## config.mk

```make
export PLATFORM = sky130hd
export DESIGN_NAME = uop_sequencer
export DESIGN_NICKNAME = d
export VERILOG_FILES = /design/src/rtl/uop_pkg.sv /design/src/rtl/uop_tstep.sv /design/src/rtl/uop_opdec.sv /design/src/rtl/uop_ctrl.sv /design/src/rtl/uop_sequencer.sv
export SDC_FILE = /design/constraint.sdc
export NUM_CORES = 1
export LEC_CHECK = 0
export BUFFER_PORTS_ARGS = -buffer_cell sky130_fd_sc_hd__buf_4
export CELL_PAD_IN_SITES_DETAIL_PLACEMENT = 1
export CELL_PAD_IN_SITES_GLOBAL_PLACEMENT = 1
export CORE_AREA = 4 4 123 125
export CTS_BUF_LIST = sky130_fd_sc_hd__clkbuf_4
export DETAILED_ROUTE_END_ITERATION = 6
export DIE_AREA = 0 0 127 129
export PLACE_DENSITY = 0.78
export SLEW_MARGIN = 15
export SYNTH_ARGS = -nofsm -noshare
export SYNTH_HDL_FRONTEND = slang
export SYNTH_SLANG_ARGS = --single-unit
```

## constraint.sdc

```tcl
create_clock -name clk -period 3.3 [get_ports clk]
set_clock_uncertainty 0.15 [all_clocks]
set_input_delay 0.33 -clock clk [delete_from_list [all_inputs] [get_ports clk]]
set_output_delay 0.33 -clock clk [all_outputs]
set_load 0.01 [all_outputs]
```

## src/rtl/uop_pkg.sv

```systemverilog
package uop_pkg;
  typedef enum logic [1:0] {
    CYC_FETCH = 2'b00,
    CYC_IND   = 2'b01,
    CYC_EXEC  = 2'b10,
    CYC_INT   = 2'b11
  } cyc_e;

  // positions of instructions on the one-hot decoder output
  localparam int OP_ADD = 0;
  localparam int OP_ISZ = 1;
  localparam int OP_BSA = 2;

  typedef struct packed {
    logic mar_pc;
    logic mar_ir;
    logic mar_save;
    logic mbr_mem;
    logic mbr_pc;
    logic mbr_inc;
    logic ir_mbr;
    logic ir_adr_mbr;
    logic pc_inc;
    logic pc_inc_z;
    logic pc_ir;
    logic pc_hnd;
    logic acc_add;
    logic ien_clr;
    logic mem_rd;
    logic mem_wr;
  } ctl_t;
endpackage

```

## src/rtl/uop_tstep.sv

```systemverilog
module uop_tstep #(
  parameter int NSTEP = 4,
  localparam int IW = $clog2(NSTEP)
) (
  input  logic             clk,
  input  logic             rst_n,
  input  logic             clr,
  output logic [IW-1:0]    idx,
  output logic [NSTEP-1:0] t
);
  always_ff @(posedge clk) begin
    if (!rst_n)   idx <= '0;
    else if (clr) idx <= '0;
    else          idx <= idx + 1'b1;
  end

  for (genvar i = 0; i < NSTEP; i++) begin : g_slot
    assign t[i] = (idx == IW'(i));
  end
endmodule

```

## src/rtl/uop_opdec.sv

```systemverilog
module uop_opdec #(
  parameter int W = 3,
  localparam int N = 1 << W
) (
  input  logic [W-1:0] code,
  output logic [N-1:0] line
);
  for (genvar i = 0; i < N; i++) begin : g_line
    assign line[i] = (code == W'(i));
  end
endmodule

```

## src/rtl/uop_ctrl.sv

```systemverilog
module uop_ctrl
  import uop_pkg::*;
#(
  parameter int NOPS = 8
) (
  input  cyc_e            cyc,
  input  logic [3:0]      t,
  input  logic [NOPS-1:0] op,
  input  logic            ind_bit,
  input  logic            irq,
  input  logic            ien,
  output ctl_t            c,
  output logic            end_cyc,
  output cyc_e            nxt
);
  logic mem_op, known;

  assign mem_op = op[OP_ADD] | op[OP_ISZ];
  assign known  = op[OP_ADD] | op[OP_ISZ] | op[OP_BSA];

  always_comb begin
    c       = '0;
    end_cyc = 1'b0;
    nxt     = CYC_FETCH;
    unique case (cyc)
      CYC_FETCH: begin
        c.mar_pc  = t[0];
        c.mbr_mem = t[1];
        c.mem_rd  = t[1];
        c.pc_inc  = t[1];
        c.ir_mbr  = t[2];
        end_cyc   = t[2];
        nxt       = ind_bit ? CYC_IND : CYC_EXEC;
      end
      CYC_IND: begin
        c.mar_ir     = t[0];
        c.mbr_mem    = t[1];
        c.mem_rd     = t[1];
        c.ir_adr_mbr = t[2];
        end_cyc      = t[2];
        nxt          = CYC_EXEC;
      end
      CYC_EXEC: begin
        c.mar_ir   = t[0] & known;
        c.mbr_pc   = t[0] & op[OP_BSA];
        c.mbr_mem  = t[1] & mem_op;
        c.mem_rd   = t[1] & mem_op;
        c.pc_ir    = t[1] & op[OP_BSA];
        c.acc_add  = t[2] & op[OP_ADD];
        c.mbr_inc  = t[2] & op[OP_ISZ];
        c.pc_inc   = t[2] & op[OP_BSA];
        c.pc_inc_z = t[3] & op[OP_ISZ];
        c.mem_wr   = (t[1] & op[OP_BSA]) | (t[3] & op[OP_ISZ]);
        end_cyc    = (t[2] & (op[OP_ADD] | op[OP_BSA])) | (t[3] & op[OP_ISZ])
                   | (t[0] & ~known);
        nxt        = (irq && ien) ? CYC_INT : CYC_FETCH;
        c.ien_clr  = end_cyc & irq & ien;
      end
      CYC_INT: begin
        c.mbr_pc   = t[0];
        c.mar_save = t[1];
        c.pc_hnd   = t[1];
        c.mem_wr   = t[2];
        end_cyc    = t[2];
        nxt        = CYC_FETCH;
      end
      default: ;
    endcase
  end
endmodule

```

## src/rtl/uop_sequencer.sv

```systemverilog
module uop_sequencer
  import uop_pkg::*;
#(
  parameter int DATA_W = 16,
  parameter int ADDR_W = 12,
  parameter int OPC_W  = 3,
  parameter logic [ADDR_W-1:0] SAVE_ADDR    = 12'h3F0,
  parameter logic [ADDR_W-1:0] HANDLER_ADDR = 12'h3F1
) (
  input  logic              clk,
  input  logic              rst_n,
  input  logic              irq,
  input  logic [DATA_W-1:0] mem_rdata,
  output logic [ADDR_W-1:0] mem_addr,
  output logic [DATA_W-1:0] mem_wdata,
  output logic              mem_rd,
  output logic              mem_wr,
  output logic [ADDR_W-1:0] pc_o,
  output logic [DATA_W-1:0] acc_o,
  output logic [DATA_W-1:0] ir_o,
  output logic [1:0]        cyc_o,
  output logic [1:0]        tstep_o
);
  localparam int NSTEP = 4;
  localparam int NOPS  = 1 << OPC_W;
  localparam int IND_B = ADDR_W;

  logic [ADDR_W-1:0] pc, mar;
  logic [DATA_W-1:0] mbr, ir, acc;
  logic              ien;
  cyc_e              cyc, nxt;
  logic              end_cyc;
  logic [NSTEP-1:0]  t;
  logic [NOPS-1:0]   op;
  ctl_t              c;

  uop_tstep #(.NSTEP(NSTEP)) u_tstep (
    .clk(clk), .rst_n(rst_n), .clr(end_cyc), .idx(tstep_o), .t(t)
  );

  uop_opdec #(.W(OPC_W)) u_opdec (
    .code(ir[DATA_W-1 -: OPC_W]), .line(op)
  );

  uop_ctrl #(.NOPS(NOPS)) u_ctrl (
    .cyc(cyc), .t(t), .op(op), .ind_bit(mbr[IND_B]), .irq(irq), .ien(ien),
    .c(c), .end_cyc(end_cyc), .nxt(nxt)
  );

  always_ff @(posedge clk) begin
    if (!rst_n) begin
      pc  <= '0;
      mar <= '0;
      mbr <= '0;
      ir  <= '0;
      acc <= '0;
      ien <= 1'b1;
      cyc <= CYC_FETCH;
    end else begin
      if (c.mar_pc)     mar <= pc;
      if (c.mar_ir)     mar <= ir[ADDR_W-1:0];
      if (c.mar_save)   mar <= SAVE_ADDR;
      if (c.mbr_mem)    mbr <= mem_rdata;
      if (c.mbr_pc)     mbr <= {{(DATA_W-ADDR_W){1'b0}}, pc};
      if (c.mbr_inc)    mbr <= mbr + 1'b1;
      if (c.ir_mbr)     ir <= mbr;
      if (c.ir_adr_mbr) ir[ADDR_W-1:0] <= mbr[ADDR_W-1:0];
      if (c.pc_ir)      pc <= ir[ADDR_W-1:0];
      else if (c.pc_hnd) pc <= HANDLER_ADDR;
      else if (c.pc_inc || (c.pc_inc_z && mbr == '0)) pc <= pc + 1'b1;
      if (c.acc_add)    acc <= acc + mbr;
      if (c.ien_clr)    ien <= 1'b0;
      if (end_cyc)      cyc <= nxt;
    end
  end

  assign mem_addr  = mar;
  assign mem_wdata = mbr;
  assign mem_rd    = c.mem_rd;
  assign mem_wr    = c.mem_wr;
  assign pc_o      = pc;
  assign acc_o     = acc;
  assign ir_o      = ir;
  assign cyc_o     = cyc;
endmodule

```

==> metrics.txt, run 1 <==
Distinct cells, synth approximately 70; CP Capture Type flop; post-route minimum period between 2000 and 3000 ps; Synth Instances 624; P per Cell Area between 500 and 600 mW/mm^2; hpwl dp 12.9 mm; final-layout fill cell count between 1500 and 2000; Seq/Total Area, Yosys 0.321; CTS resizes 0; number of hold buffers added after CTS 3; Die ar. 0.0164 mm^2; Max Cap Viol 0; initial antenna violation count 0; final instance area just under 0.006 mm^2; Routed wire per std cell about 19 um; final setup fails 0; io pins 97; DR iter-0 viols 306; drt pass-1 iters 4; critical path launch point mem_wdata[0]; critical path launch point type flop; setup_tns 0 ps; number of synthesized flops with an enable pin 0; outcome complete, no violations; Clock Path Buffers 2; total wire length around 17 mm; Sink Count 77; CTS root buf clkbuf_4; Cells after DPL ~900; cell taking the most area after synthesis dfxtp_1; Starting Density 0.346; Placement Rows 43; Tot GR Track Use 0.209; CTS Buf Count 9; Yosys warnings 0; ANT cells 0; vias in the first global route approximately 5300; worst skew pair latency around 480 ps; CP arrival 3080 ps; postcts setup bufs 0; R2R setup slack between 400 and 500 ps; VDD IR-drop max ~0.18 mV; Syn Area/Cell roughly 7.7 um^2; slew margin rel. 0.501; global route total overflow 0; final worst-path cycle share 0.853; R2R depth 9; Primary FF master, synth dfxtp_1; fmax about 360 MHz; Final Non-Filler Cells ~900; P_leak around 2.6 nW; TritonCTS clock tree done; Routed Antenna Nets 0; mapped cell area ~0.0048 mm^2; reg2reg end acc_o[14]; proportion of layout cells with a drive suffix above 1 0.201; Via density between 5 and 6; core area around 0.014 mm^2; largest net degree at the start of global routing 42; top-area cell type share of the netlist area 0.321; class of the worst hold path input pin to flop; critical path type flop to flop; clock-pin slew on the worst setup and hold paths 140 ps; Worst Max-Slew Pin Slew about 740 ps; Slew Viols, Final 0; FF+latch count, synth 77; crit-path max FO 9; placed cell areas roughly 0.0057 mm^2; ys async rst share 0; Die X 127 um; P&R area growth vs syn 22.0%; I/O Buffers 96; RSZ-0062 raised after global routing no; Die Y 129 um; worst r2r src mem_wdata[0]; CP required around 3600 ps; top cells by area, synth dfxtp_1, a21oi_1, nand2_1; DRC viols 0; fin nets 759; gpl congestion 0.828; vias 5028; Fin. Hold Viols 0; first-pass GRT wire length around 28 mm; syn_nets roughly 670; Max H-tree Level 3; CP endpoint acc_o[14]
layer usage:
metal / track usage / share of wire / vias to the layer above
li1: - / - / 2434
met2: 0.370 / 0.50 / 115
met5: 0 / 0 / -
met1: 0.251 / 0.43 / 2457
met4: 0.0498 / 0.013 / 0
met3: 0.0589 / 0.057 / 22
synthesized netlist by cell type (4+ instances only):
library cell,instances
a31oi_1,4
and3_1,9
inv_1,16
xor2_1,6
o211ai_1,8
a211oi_2,5
nand4_1,11
ha_1,29
nor3_1,7
nand3_1,32
a311oi_1,6
o21ai_0,39
buf_2,13
o21a_1,7
nand2_1,101
nor4_1,4
mux2i_1,12
dfxtp_1,77
a21o_1,9
o21ai_1,12
clkbuf_1,18
a21oi_1,77
xnor2_1,5
nor2_1,48
registers in the layout, indices dropped and copies added (netlist names):
signal / cells
acc_o: 16
cyc_o: 2
ien: 1
ir_o: 16
mem_addr: 12
mem_wdata: 16
pc_o: 12
u_tstep.idx: 2
worst max-delay path, cell delays in order (launching register included):
cell and delay, ps:
dfxtp_1 520, ha_1 270, inv_1 80, fa_1 410, nor2b_1 180, o2111ai_1 180, a21oi_1 320, o2111ai_1 180
a2111o_1 380, o211ai_1 80
final cells by class:
cell class | instances | area, um^2 | area share
clock buffer | 9 | 67.6 | 0.0115
multi-input combinational | 493 | 3020 | 0.515
inverter | 16 | 60.1 | 0.0102
sequential | 77 | 1540 | 0.263
clock inverter | 7 | 96.3 | 0.0164
timing repair buffer | 113 | 856 | 0.146
tap | 180 | 225 | 0.0384
worst min path at each step:
| stage | startpoint | end | cells past startpoint |
|---|---|---|---|
| after floorplan | ien | ien | 2 |
| after global placement | ien | ien | 2 |
| after detailed placement | ien | ien | 2 |
| after CTS | mem_rdata[15] | mem_wdata[15] | 3 |
| after global routing | rst_n | ien | 2 |
| final | mem_rdata[15] | mem_wdata[15] | 3 |
cell usage in the layout, fill, tap and decap left out, drive strengths merged, types with 7 or more instances in the layout:
cell type / count
mux2i: 12
o21a: 7
clkbuf: 9
nand2: 101
a21oi: 77
ha: 29
inv: 18
nor2: 50
dfxtp: 77
nor3: 8
o211ai: 8
and3: 9
nand4: 11
nand3: 33
a21o: 9
buf: 110
o21ai: 52
cell families after synthesis:
group	share of synthesized area
AO/OA/AOI/OAI	0.272
XOR/XNOR	0.0200
flip-flops	0.321
AND/OR/NAND/NOR	0.231
buffers and inverters	0.0513
adder cells (fa/ha/maj)	0.0796
multiplexers	0.0250
stage by stage:
step	hold WS, ps	total power [mW]	worst slack, ps	utilization
6_report	43.7	3.28	484	0.423
5_1_grt	35.0	3.50	262	0.423
4_1_cts	20.6	3.31	467	0.423
3_5_place_dp	312	2.60	519	0.409
3_3_place_gp	302	2.54	664	0.409
2_1_floorplan	286	2.07	821	-
power breakdown:
part | total, mW | switching (mW) | internal (mW)
combinational | 1.31 | 0.796 | 0.510
clock | 0.698 | 0.390 | 0.309
sequential | 1.27 | 0.211 | 1.06
total | 3.28 | 1.40 | 1.88
Note: power is estimated with default switching activity, not from simulation.
==> run 2: changes to the inputs <==
Settings changed: CORE_AREA 4 4 123 125 to 4 4 110 139, DIE_AREA 0 0 127 129 to 0 0 114 143.
==> run 2 against run 1 <==
Cell count decreased by 0.45%. First-iteration DRC count increased by 3.6%. Non-clock buffer count decreased by 3. Count of clock-buffer cells in the layout increased by 1. Power decreased by 4.6%. Global-route usage decreased by 0.53 points. Register-to-register slack got worse by 20 ps. Sequential cell count unchanged. Critical path type unchanged.
==> metrics.txt, run 2 (same netlist as run 1, synthesis figures left out) <==
P&R area growth vs syn 20.6%; clock-pin slew on the worst setup and hold paths 150 ps (about the same); core area 0.0141 mm^2 (+1.6%); RSZ-0062 raised after global routing no; Max H-tree Level 3 (unchanged); largest net degree at the start of global routing 38 (-9.5%); CTS Buf Count 9 (unchanged); Die X 114 um (-10%); initial antenna violation count 1 (+1); postcts setup bufs 0 (unchanged); Power, Total 3.13 mW (-4.6%); Switching Fraction 0.445 (+0.0182); cell-internal power 1.74 mW (-7.6%); Sink Count 77 (unchanged); Seq pwr share 0.410 (+0.022); P per Cell Area 539 mW/mm^2 (-3.4%); DRC viols 0 (unchanged); CTS root buf clkbuf_4; critical path launch point type flop; pre-CTS WS 528 ps (+9.16 ps); total wire length 16.6 mm (-2.0%); post-route minimum period 2840 ps (+20.8 ps); drt pass-1 iters 4 (unchanged); vias 5024 (-0.080%); io pins 97 (unchanged); gpl congestion 0.880 (+6.3%); clock network power share 0.177 (-0.036); setup_tns 0 ps (unchanged); Switch Pwr 1.39 mW (-0.50%); fmax 352 MHz (-0.73%); most common cell after layout, fill and taps aside buf_4; P_leak 2.55 nW (-0.95%); final-layout fill cell count 1747 (+1.3%); TritonCTS clock tree done; CP required 3540 ps (-20 ps); fin util 0.411 (-0.0115); Placement Rows 49 (+14%); VDD IR-drop max 0.193 mV (+8.4%); Via density 5.64 (+0.37%); Clock Path Buffers 2 (unchanged); first-pass GRT wire length 26.7 mm (-3.0%); proportion of layout cells with a drive suffix above 1 0.201 (-0.000556); final setup fails 0 (unchanged); Routed Antenna Nets 0 (unchanged); CP arrival 3070 ps (about the same); Max Cap Viol 0 (unchanged); outcome complete, no violations; fin nets 756 (-0.40%); Comb power frac 0.414 (+0.015); vias in the first global route 5195 (-1.9%); DR iter-0 viols 317 (+3.6%); crit-path max FO 9 (unchanged); CP Capture Type flop; Fin. Hold Viols 0 (unchanged); Starting Density 0.341 (-0.00541); Final WS setup 463 ps (-20.8 ps); class of the worst hold path input pin to flop; most frequent cells in the layout buf_4, nand2_1, a21oi_1, dfxtp_1, nor2_1; worst hold slack 45.7 ps (+1.96 ps); critical path type flop to flop; CTS resizes 0 (unchanged); hpwl dp 12.7 mm (-1.5%); Die Y 143 um (+11%); Tot GR Track Use 0.203 (-0.00528); slew margin rel. 0.501 (about the same); I/O Buffers 96 (unchanged); Worst Max-Slew Pin Slew 743 ps (-0.359 ps); Routed wire per std cell 18.7 um (-1.6%); worst skew pair latency 470 ps (about the same); Die ar. 0.0163 mm^2 (-0.49%); global route total overflow 0 (unchanged); final worst-path cycle share 0.860 (+0.00630); Slew Viols, Final 0 (unchanged)
==> run 2: cell types whose count changed in the layout (fill, tap and decap cells not counted) <==
cell           delta
buf_4             -2
bufinv_16         -2
clkinv_2          +2
clkinv_4          +2
clkinvlp_4        -2
clkbuf_4          +1
clkinv_1          -1
diode_2           +1
dlygate4sd3_1     -1
==> run 2: cell type report <==
class | count | area (um^2) | share of cell area
Antenna cell | 1 | 2.50 | 0.000432
Clock buffer | 10 | 75.1 | 0.0130
Clock inverter | 6 | 45.0 | 0.00777
Inverter | 16 | 60.1 | 0.0104
Multi-Input combinational cell | 493 | 3020 | 0.521
Sequential cell | 77 | 1540 | 0.266
Tap cell | 178 | 223 | 0.0384
Timing Repair Buffer | 110 | 831 | 0.143
==> run 2: path summary, 6_finish.rpt <==
kind / from / end / slack [ps] / cells past startpoint
worst max-delay path: mem_wdata[0] / acc_o[14] / 460 / 9
worst min-delay path: irq / ien / 50 / 4
worst max register to register: mem_wdata[0] / acc_o[14] / 460 / 9
worst min register to register: ien / ien / 320 / 2
==> run 2: timing repair <==
| item | in CTS | in global routing |
|---|---|---|
| endpoints found under the setup margin | 0 | 0 |
| hold endpoints to repair | 2 | 0 |
| hold buffers | 2 | 0 |
==> run 2: power by group through the flow <==
stage               clock, mW  combinational [mW]  sequential [mW]
floorplan                   0               0.796             1.27
global placement            0                1.25             1.29
detailed placement          0                1.30             1.30
CTS                     0.571                1.30             1.28
global route            0.609                1.42             1.31
finish                  0.552                1.29             1.28
==> run 2: per-stage QoR <==
stage	instances	instance area (um^2)
after CTS	890	5790
after detailed placement	872	5650
after floorplan	624	4810
after global routing	891	5800
final	891	5800
after global placement	872	5650
==> run 2: layer usage <==
metal  vias up  part of all wire  routed length [um]  global-route usage
met5         -                 0                   0                   0
met4         0             0.015                 253              0.0613
met3        22             0.059                 982              0.0403
met2       129              0.51                8470               0.362
met1      2450              0.42                6940               0.246
li1       2423                 -                   -                   -
==> run 2: critical path, stage by stage, from the launching register on <==
cell and delay [ps]:
dfxtp_1 530, ha_1 270, inv_1 70, fa_1 400, nor2b_1 170, o2111ai_1 180, a21oi_1 350, o2111ai_1 180
a2111o_1 390, o211ai_1 80
